--- src/rtl/hdlc_tx_pkg.sv ---
package hdlc_tx_pkg;
   typedef enum logic [1:0] {
      ST_FLAG = 2'd0,
      ST_DATA = 2'd1,
      ST_FCS  = 2'd2
   } tx_state_e;

   typedef struct packed {
      logic [7:0] data;
      logic       last;
      logic       empty;
   } beat_t;
endpackage

--- src/rtl/hdlc_beat_buf.sv ---
module hdlc_beat_buf
   import hdlc_tx_pkg::*;
(
   input  logic  clk,
   input  logic  rst_n,
   input  logic  push,
   input  logic  pop,
   input  beat_t din,
   output beat_t dout,
   output logic  vld
);
   always_ff @(posedge clk or negedge rst_n) begin
      if (!rst_n) begin
         vld  <= 1'b0;
         dout <= '0;
      end else if (push) begin
         vld  <= 1'b1;
         dout <= din;
      end else if (pop) begin
         vld  <= 1'b0;
      end
   end

   AST_BUF_NO_OVERFLOW: assert property (@(posedge clk) disable iff (!rst_n)
      push |-> !vld);
   AST_BUF_NO_UNDERFLOW: assert property (@(posedge clk) disable iff (!rst_n)
      pop |-> vld);
endmodule

--- src/rtl/hdlc_zero_stuffer.sv ---
module hdlc_zero_stuffer #(
   parameter int RUN = 5
) (
   input  logic clk,
   input  logic rst_n,
   input  logic adv,
   input  logic clr,
   input  logic bit_in,
   output logic stuff_req
);
   localparam int W = $clog2(RUN + 1);

   logic [W-1:0] ones;

   always_ff @(posedge clk or negedge rst_n) begin
      if (!rst_n)      ones <= '0;
      else if (clr)    ones <= '0;
      else if (adv)    ones <= bit_in ? ones + W'(1) : '0;
   end

   assign stuff_req = (ones == W'(RUN));

   AST_ONES_BOUND: assert property (@(posedge clk) disable iff (!rst_n)
      ones <= W'(RUN));
   AST_NO_COUNT_WHILE_STUFF: assert property (@(posedge clk) disable iff (!rst_n)
      stuff_req |-> !adv);
endmodule

--- src/rtl/hdlc_crc_ser.sv ---
module hdlc_crc_ser #(
   parameter int           W      = 16,
   parameter logic [W-1:0] POLY   = 16'h8408,
   parameter logic [W-1:0] INIT   = 16'hFFFF,
   parameter bit           INVERT = 1'b1
) (
   input  logic         clk,
   input  logic         rst_n,
   input  logic         init,
   input  logic         step,
   input  logic         din,
   output logic [W-1:0] fcs_nxt
);
   logic [W-1:0] crc, crc_nxt;

   always_comb crc_nxt = (crc >> 1) ^ ((crc[0] ^ din) ? POLY : '0);

   always_ff @(posedge clk or negedge rst_n) begin
      if (!rst_n)     crc <= INIT;
      else if (init)  crc <= INIT;
      else if (step)  crc <= crc_nxt;
   end

   generate
      if (INVERT) begin : g_inv
         assign fcs_nxt = ~crc_nxt;
      end else begin : g_plain
         assign fcs_nxt = crc_nxt;
      end
   endgenerate

   AST_CRC_EXCL: assert property (@(posedge clk) disable iff (!rst_n)
      !(init && step));
   AST_CRC_PRESET: assert property (@(posedge clk) disable iff (!rst_n)
      init |=> (crc == INIT));
endmodule

--- src/rtl/hdlc_tx_framer.sv ---
module hdlc_tx_framer
   import hdlc_tx_pkg::*;
#(
   parameter int                FCS_W      = 16,
   parameter logic [FCS_W-1:0]  FCS_POLY   = 16'h8408,
   parameter logic [FCS_W-1:0]  FCS_INIT   = 16'hFFFF,
   parameter bit                FCS_INVERT = 1'b1,
   parameter int                STUFF_RUN  = 5,
   parameter logic [7:0]        FLAG_PAT   = 8'h7E
) (
   input  logic       clk,
   input  logic       rst_n,
   input  logic       bit_en,
   input  logic       in_valid,
   input  logic [7:0] in_data,
   input  logic       in_last,
   input  logic       in_empty,
   output logic       in_ready,
   output logic       tx_bit
);
   localparam int OCT   = 8;
   localparam int CNT_W = $clog2(FCS_W);
   localparam int SH_W  = FCS_W;

   generate
      if (FCS_W < OCT) begin : g_bad_fcs
         $error("FCS_W must be at least one octet");
      end
      if (STUFF_RUN < 1 || STUFF_RUN > 5) begin : g_bad_run
         $error("STUFF_RUN must lie in 1..5 so a flag stays unique");
      end
   endgenerate

   tx_state_e        state;
   logic [SH_W-1:0]  sh;
   logic [CNT_W-1:0] cnt;
   logic             closing, cur_last, end_seen, tx_q;
   beat_t            beat_in, buf_q;
   logic             buf_vld, buf_push, buf_pop;
   logic             stuff_req, emit, cur_bit;
   logic             crc_init, crc_step, ones_adv, ones_clr;
   logic             oct_end, fcs_end, frame_close;
   logic [SH_W-1:0]  fcs_nxt;

   assign beat_in  = '{data: in_data, last: in_last, empty: in_empty};
   assign in_ready = !buf_vld && !end_seen && !closing && (state != ST_FCS) && !stuff_req;
   assign buf_push = in_valid && in_ready;

   assign emit        = bit_en && !stuff_req;
   assign oct_end     = (cnt == CNT_W'(OCT - 1));
   assign fcs_end     = (cnt == CNT_W'(FCS_W - 1));
   assign frame_close = cur_last || !buf_vld || buf_q.empty;
   assign cur_bit     = (state == ST_FLAG) ? FLAG_PAT[cnt[2:0]] : sh[0];

   assign buf_pop  = emit && oct_end && buf_vld &&
                     (state == ST_FLAG || (state == ST_DATA && !cur_last));
   assign crc_init = emit && oct_end && (state == ST_FLAG) && buf_vld && !buf_q.empty;
   assign crc_step = emit && (state == ST_DATA);
   assign ones_adv = emit && (state != ST_FLAG);
   assign ones_clr = (bit_en && stuff_req) || (emit && state == ST_FLAG);

   hdlc_beat_buf u_buf (
      .clk  (clk),
      .rst_n(rst_n),
      .push (buf_push),
      .pop  (buf_pop),
      .din  (beat_in),
      .dout (buf_q),
      .vld  (buf_vld)
   );

   hdlc_zero_stuffer #(.RUN(STUFF_RUN)) u_stuff (
      .clk      (clk),
      .rst_n    (rst_n),
      .adv      (ones_adv),
      .clr      (ones_clr),
      .bit_in   (cur_bit),
      .stuff_req(stuff_req)
   );

   hdlc_crc_ser #(
      .W     (FCS_W),
      .POLY  (FCS_POLY),
      .INIT  (FCS_INIT),
      .INVERT(FCS_INVERT)
   ) u_crc (
      .clk    (clk),
      .rst_n  (rst_n),
      .init   (crc_init),
      .step   (crc_step),
      .din    (cur_bit),
      .fcs_nxt(fcs_nxt)
   );

   always_ff @(posedge clk or negedge rst_n) begin
      if (!rst_n) begin
         state    <= ST_FLAG;
         sh       <= '0;
         cnt      <= '0;
         closing  <= 1'b0;
         cur_last <= 1'b0;
         end_seen <= 1'b0;
         tx_q     <= 1'b0;
      end else begin
         if (buf_push && in_last) end_seen <= 1'b1;
         if (bit_en) begin
            if (stuff_req) begin
               tx_q <= 1'b0;
            end else begin
               tx_q <= cur_bit;
               cnt  <= cnt + CNT_W'(1);
               unique case (state)
                  ST_FLAG: begin
                     if (oct_end) begin
                        cnt     <= '0;
                        closing <= 1'b0;
                        if (closing) end_seen <= 1'b0;
                        if (buf_vld) begin
                           if (buf_q.empty) begin
                              end_seen <= 1'b0;
                           end else begin
                              state    <= ST_DATA;
                              sh       <= SH_W'(buf_q.data);
                              cur_last <= buf_q.last;
                           end
                        end
                     end
                  end
                  ST_DATA: begin
                     sh <= sh >> 1;
                     if (oct_end) begin
                        cnt <= '0;
                        if (frame_close) begin
                           state <= ST_FCS;
                           sh    <= fcs_nxt;
                        end else begin
                           sh       <= SH_W'(buf_q.data);
                           cur_last <= buf_q.last;
                        end
                     end
                  end
                  ST_FCS: begin
                     sh <= sh >> 1;
                     if (fcs_end) begin
                        cnt     <= '0;
                        state   <= ST_FLAG;
                        closing <= 1'b1;
                     end
                  end
                  default: state <= ST_FLAG;
               endcase
            end
         end
      end
   end

   assign tx_bit = tx_q;

   AST_LAST_BLOCKS_READY: assert property (@(posedge clk) disable iff (!rst_n)
      (buf_push && in_last) |=> !in_ready);
   AST_STUFF_IS_ZERO: assert property (@(posedge clk) disable iff (!rst_n)
      (bit_en && stuff_req) |=> !tx_bit);
   AST_HOLD_WITHOUT_EN: assert property (@(posedge clk) disable iff (!rst_n)
      !bit_en |=> $stable(tx_bit));
   AST_FCS_NO_ACCEPT: assert property (@(posedge clk) disable iff (!rst_n)
      (state == ST_FCS) |-> !buf_push);
endmodule

--- config.mk ---
export PLATFORM = sky130hd
export DESIGN_NAME = hdlc_tx_framer
export DESIGN_NICKNAME = d
export VERILOG_FILES = /design/src/rtl/hdlc_tx_pkg.sv /design/src/rtl/hdlc_beat_buf.sv /design/src/rtl/hdlc_zero_stuffer.sv /design/src/rtl/hdlc_crc_ser.sv /design/src/rtl/hdlc_tx_framer.sv
export SDC_FILE = /design/constraint.sdc
export NUM_CORES = 1
export LEC_CHECK = 0
export BUFFER_PORTS_ARGS = -buffer_cell sky130_fd_sc_hd__buf_2
export CAP_MARGIN = 0
export CORE_AREA = 2 2 84 86
export CTS_CLUSTER_SIZE = 24
export DETAILED_ROUTE_END_ITERATION = 8
export DIE_AREA = 0 0 86 88
export GPL_TIMING_DRIVEN = 0
export PLACE_DENSITY = 0.67
export SETUP_SLACK_MARGIN = 0.05
export SLEW_MARGIN = 15
export SYNTH_ARGS = -nofsm -noshare
export SYNTH_HDL_FRONTEND = slang
export SYNTH_SLANG_ARGS = --single-unit
--- constraint.sdc ---
create_clock -name clk -period 6.2 [get_ports clk]
set_input_delay 0.93 -clock clk [delete_from_list [all_inputs] [get_ports clk]]
set_output_delay 0.93 -clock clk [all_outputs]
set_load 0.01 [all_outputs]
# After elaboration in Yosys (flattened, before gate mapping)
# Memories as Yosys holds them, arrays and structs flattened.
# Cells that the tools add are included.
[totals]
register_bits = 56
out_inout_bits = 2
mem_bits_ro = 8
elab_cells = 120
n_memories = 1
input_bits = 14
[op_classes]
addsub = 2
reduce_logical = 42
n_eq_ne = 13
magnitude_cmp = 1
n_bitwise = 4
mux = 44
[mem_list]
columns = ["name", "depth", "word_bits", "read_ports", "rd_clocked_by_memory_dff", "write_ports", "line_no", "text"]
rows = [
  ["(name not given)", 8, 1, 1, 0, 0, "hdlc_tx_framer.sv:53", "assign cur_bit = (state == ST_FLAG) ? FLAG_PAT[cnt[2:0]] : sh[0];"],
]
[op_table]
columns = ["cell", "n"]
rows = [
  ["16-bit 2-to-1 mux", 8],
  ["16-bit case mux with 3 select lines", 1],
  ["1-bit 2-to-1 mux", 20],
  ["1-bit logical AND", 18],
  ["16-bit NOT", 1],
  ["8-bit AND reduction", 2],
  ["15-bit by 16-bit bitwise XOR with 16-bit output", 1],
  ["2-bit != test, second input constant", 7],
  ["2-bit 2-to-1 mux", 6],
  ["2-bit nonzero test", 6],
  ["3-bit 2-to-1 mux", 3],
  ["4-bit 2-to-1 mux", 2],
  ["4-bit case mux with 2 select lines", 1],
  ["1-bit zero test", 6],
  ["2-bit case mux with 3 select lines", 1],
  ["6-bit AND reduction", 1],
  ["5-bit AND reduction", 1],
  ["4-bit by 1-bit adder with 4-bit output, second input constant", 1],
  ["4-bit by 3-bit == test with 1-bit output, second input constant", 1],
  ["4-bit == test, second input constant", 1],
  ["1-bit logical OR", 4],
  ["3-bit by 4-bit less-than comparator with 1-bit output, second input constant", 1],
  ["1-bit case mux with 2 select lines", 2],
  ["3-bit by 1-bit adder with 3-bit output, second input constant", 1],
  ["other kinds (10)", 10],
]

# Logic depth before layout (Yosys ltp)
[logic_depth]
word_depth = 15
ltp_mapped = 9
mapped_depth_nobuf = 8

# Modules after synthesis
# Synthesis repeated with hierarchy kept, for this count alone.
[hier_totals]
hier_cells = 311
hier_area_um2 = 3166.8
[by_module_without_submodules]
columns = ["module", "cells_per_inst", "seq_area_each_um2", "instances", "area_per_inst_um2"]
rows = [
  ["hdlc_tx_framer", 197, 650.6, 1, 1793.0],
  ["hdlc_crc_ser", 72, 420.4, 1, 757.0],
  ["hdlc_beat_buf", 24, 275.3, 1, 445.4],
  ["hdlc_zero_stuffer", 18, 75.1, 1, 171.4],
]

# Worst setup path after synthesis
# Ideal clock, no wire load.
[synth_timing]
kind = "reg2out"
from = "register state[0]"
to = "output in_ready"
required_time_ns = 5.270
n_path_buf = 0
setup_slack_ns = 3.871
arrival_time_ns = 1.399
path_stages_with_launch = 5
cell_sequence = "dfrtp_1 -> inv_1 -> ha_1 -> or4_1 -> a21oi_2"
[synth_between]
elab_chain_cells = 3
[synth_lines]
columns = ["item", "line_no", "text"]
rows = [
  ["start: declaration", "hdlc_tx_framer.sv:34", "tx_state_e state;"],
  ["start signal: assignment", "hdlc_tx_framer.sv:97", "state <= ST_FLAG;"],
  ["start signal: assignment", "hdlc_tx_framer.sv:122", "state <= ST_DATA;"],
  ["start signal: assignment", "hdlc_tx_framer.sv:134", "state <= ST_FCS;"],
  ["2-bit != test", "hdlc_tx_framer.sv:46", "assign in_ready = !buf_vld && !end_seen && !closing && (state != ST_FCS) && !stuff_req;"],
  ["1-bit logical AND (2 in series)", "hdlc_tx_framer.sv:46", ""],
  ["end: declaration", "hdlc_tx_framer.sv:18", "output logic in_ready,"],
]
# No other way between the ends.

# Worst setup path after layout
# Same ends and word-level chain as after synthesis.

==> results_dict.tcl <==
set metrics [dict create \
    fin_skew_ps 7.19 \
    globalplace.congestion 0.823 \
    reg2reg_depth 8 \
    synth_xor_area_share_pct 1.46 \
    synth_edf_count 0 \
    area_growth_pct 9.36 \
    r2r_slack_ps 3980 \
    fmax_mhz 344 \
    die_y_um 88 \
    core_um2 6640 \
    clock_sinks 56 \
    period_needed_ps 2910 \
    syn_avg_cell_area_um2 9.78 \
    nets 342 \
    post_cts_buffers 0 \
    ant_nets 0 \
    avgViaCountPerCell 5.53 \
    drtPass1Iterations 4 \
    leakage_uw 0.00143 \
    numPortBuffers 15 \
    track_usage_pct 17.3 \
    cp-end-kind "output pin" \
    crit_end "in_ready" \
    wl_per_cell_um 15.1 \
    clockBufferDepth 2 \
    remaining_drc_errors 0 \
    die_w_um 86 \
    dpl.hpwl_um 4220 \
    ctsResizeCount 0 \
    n_fill_cell 626 \
    synth-simple-area-share_pct 18.9 \
    ys_warn_count 0 \
    worstSetupPathType "reg2out" \
    ioPinCount 16 \
    synth_top_family_by_area "simple AND/OR/NAND/NOR gates" \
    antenna_found_initial 0 \
    setup-violations-final 0 \
    drive_gt1_share_pct 19.6 \
    cts-root-buf "clkbuf_8" \
    post-route-period-util_pct 46.9 \
    muxShareOfSynthArea_pct 6.52 \
    tightestPinTransition_ps 683 \
    slew_headroom_pct 54.4 \
    synthArstFlopShare_pct 100 \
    cts_tree "yes" \
    slew_viol_final 0 \
    syn-cell-area_um2 2920 \
    hold_ws_ps 492 \
    clk_pin_slew_ps 110 \
    synth_compound_area_share_pct 17.6 \
    synth_fp_nets 320 \
    peakVddDrop_v 0.000153 \
    path_max_fanout 5 \
    outcome "complete, no violations" \
    cp.arrival_ps 1980 \
    cp-startpoint "state[0]" \
    most-common-layout-cells "nand2_1 (58), dfrtp_1 (40), nor2_1 (25)" \
    rr_startpoint "state[0]" \
    synth_top_area_share_pct 34.3 \
    syn_inst 298 \
    yosysSeqAreaShare_pct 48.8 \
    cap_violations 0 \
    finalHoldViolCount 0 \
    crit_required_ps 5270 \
    synth.distinct_cells 50 \
    layout_commonest_cell "nand2_1" \
    clkLatencyLatePin_ps 310 \
    initial_core_util_pct 43.9 \
    first_global_vias 2147 \
    power.density_nw_per_um2 478 \
    ys.flop_type "dfrtp_1" \
    antenna_cells 0 \
    yosys.area_share.adder_pct 3.43 \
    grt_pass1_wl_um 10400 \
    cts_hold_buf 0 \
    cts_buffers 5 \
    dieArea_um2 7570 \
    fp-row-count 30 \
    overflow 0 \
    grt_max_degree 57 \
    r2r-end "cnt[3]" \
    vias 2216 \
    fin_setup_tns_ps 0 \
    drt_iter0_drc 122 \
    rsz0062_at_grt "no" \
    htree_levels 2 \
    yosys.area.top_type "dfrtp_1" \
    cp-start-kind "register" \
    min_path_type "reg2reg" \
    ys_seq_elements 56 \
    wl_um 6040 \
    synthTopCellsByArea "dfrtp_1 (34%), dfstp_2 (14%), nand2_1 (7.5%)" \
]
==> cell usage after synthesis, types with 3 or more instances <==
library cell / count
a21o_1: 3
inv_1: 8
a21oi_1: 10
o211ai_1: 4
nor2_1: 25
clkbuf_1: 11
o22ai_1: 3
o21ai_0: 9
mux2_4: 9
ha_1: 8
mux2_2: 4
a31oi_1: 4
o31ai_1: 14
a22o_1: 7
a221oi_1: 6
dfrtp_1: 40
nand2b_1: 3
dfstp_2: 16
nor2b_1: 3
buf_2: 3
nand2_1: 58
nand3_1: 14
==> cells by family (layout without fill, tap and decap cells) <==
family,count (synthesis),in the layout
xor+xnor,4,4
fa+ha+maj,8,8
mux,14,14
simple gates,122,122
buf+inv,23,46
flops,56,56
compound gates,71,71
==> layer usage <==
metal | up-vias | part of all wire [%] | global-route usage [%]
li1 | 1101 | - | -
met1 | 1079 | 51 | 23.3
met2 | 32 | 45 | 28.0
met3 | 4 | 2.4 | 3.86
met4 | 0 | 1.2 | 5.34
met5 | - | 0 | 0
==> per-stage QoR <==
stage          total power (uW)  cells  worst slack (ps)  utilization (%)  instance area (um^2)
3_5_place_dp               1320    393              3650             46.6                  3090
6_report                   1520    401              3290             48.0                  3190
3_3_place_gp               1300    393              3690             46.5                  3090
4_1_cts                    1540    401              3290             48.0                  3190
2_1_floorplan              1140    298              3870                -                  2920
5_1_grt                    1650    401              3200             48.0                  3190
==> report_power, final <==
group	switching (uW)	total, uW	internal [uW]
logic	393	678	284
registers	111	635	524
clock network	128	212	83.7
==> state kept, by name, indices dropped and copies added (netlist names) <==
name	count
closing	1
cnt	4
cur_last	1
end_seen	1
sh	16
state	2
tx_bit	1
u_buf.dout	10
u_buf.vld	1
u_crc.crc	16
u_stuff.ones	3
==> worst min-delay path by stage <==
stage	depth (start not counted)	slack, ps	start	to
3_3_place_gp	2	470	sh[9]	sh[9]
2_1_floorplan	2	450	sh[12]	sh[12]
6_report	2	490	sh[9]	sh[9]
5_1_grt	2	520	u_crc.crc[9]	u_crc.crc[8]
3_5_place_dp	2	470	sh[9]	sh[9]
4_1_cts	2	500	sh[9]	sh[9]
==> layout make-up <==
| type | count | area (um^2) | area share (%) |
|---|---|---|---|
| plain buffers | 15 | 67.6 | 2.12 |
| clock buffers | 5 | 68.8 | 2.16 |
| clock inverters | 3 | 26.3 | 0.824 |
| inverters | 8 | 30.0 | 0.942 |
| multi-input cells | 219 | 1400 | 43.8 |
| flip-flops and latches | 56 | 1420 | 44.6 |
| well taps | 80 | 100 | 3.14 |
| repair buffers | 15 | 77.6 | 2.43 |
==> worst max-delay path, stage by stage, from the launching register on <==
cell,delay (ps)
dfrtp_1,420
inv_1,80
ha_1,250
or4_1,560
a21oi_2,190
buf_2,160
(Power assumes the default switching activity.)
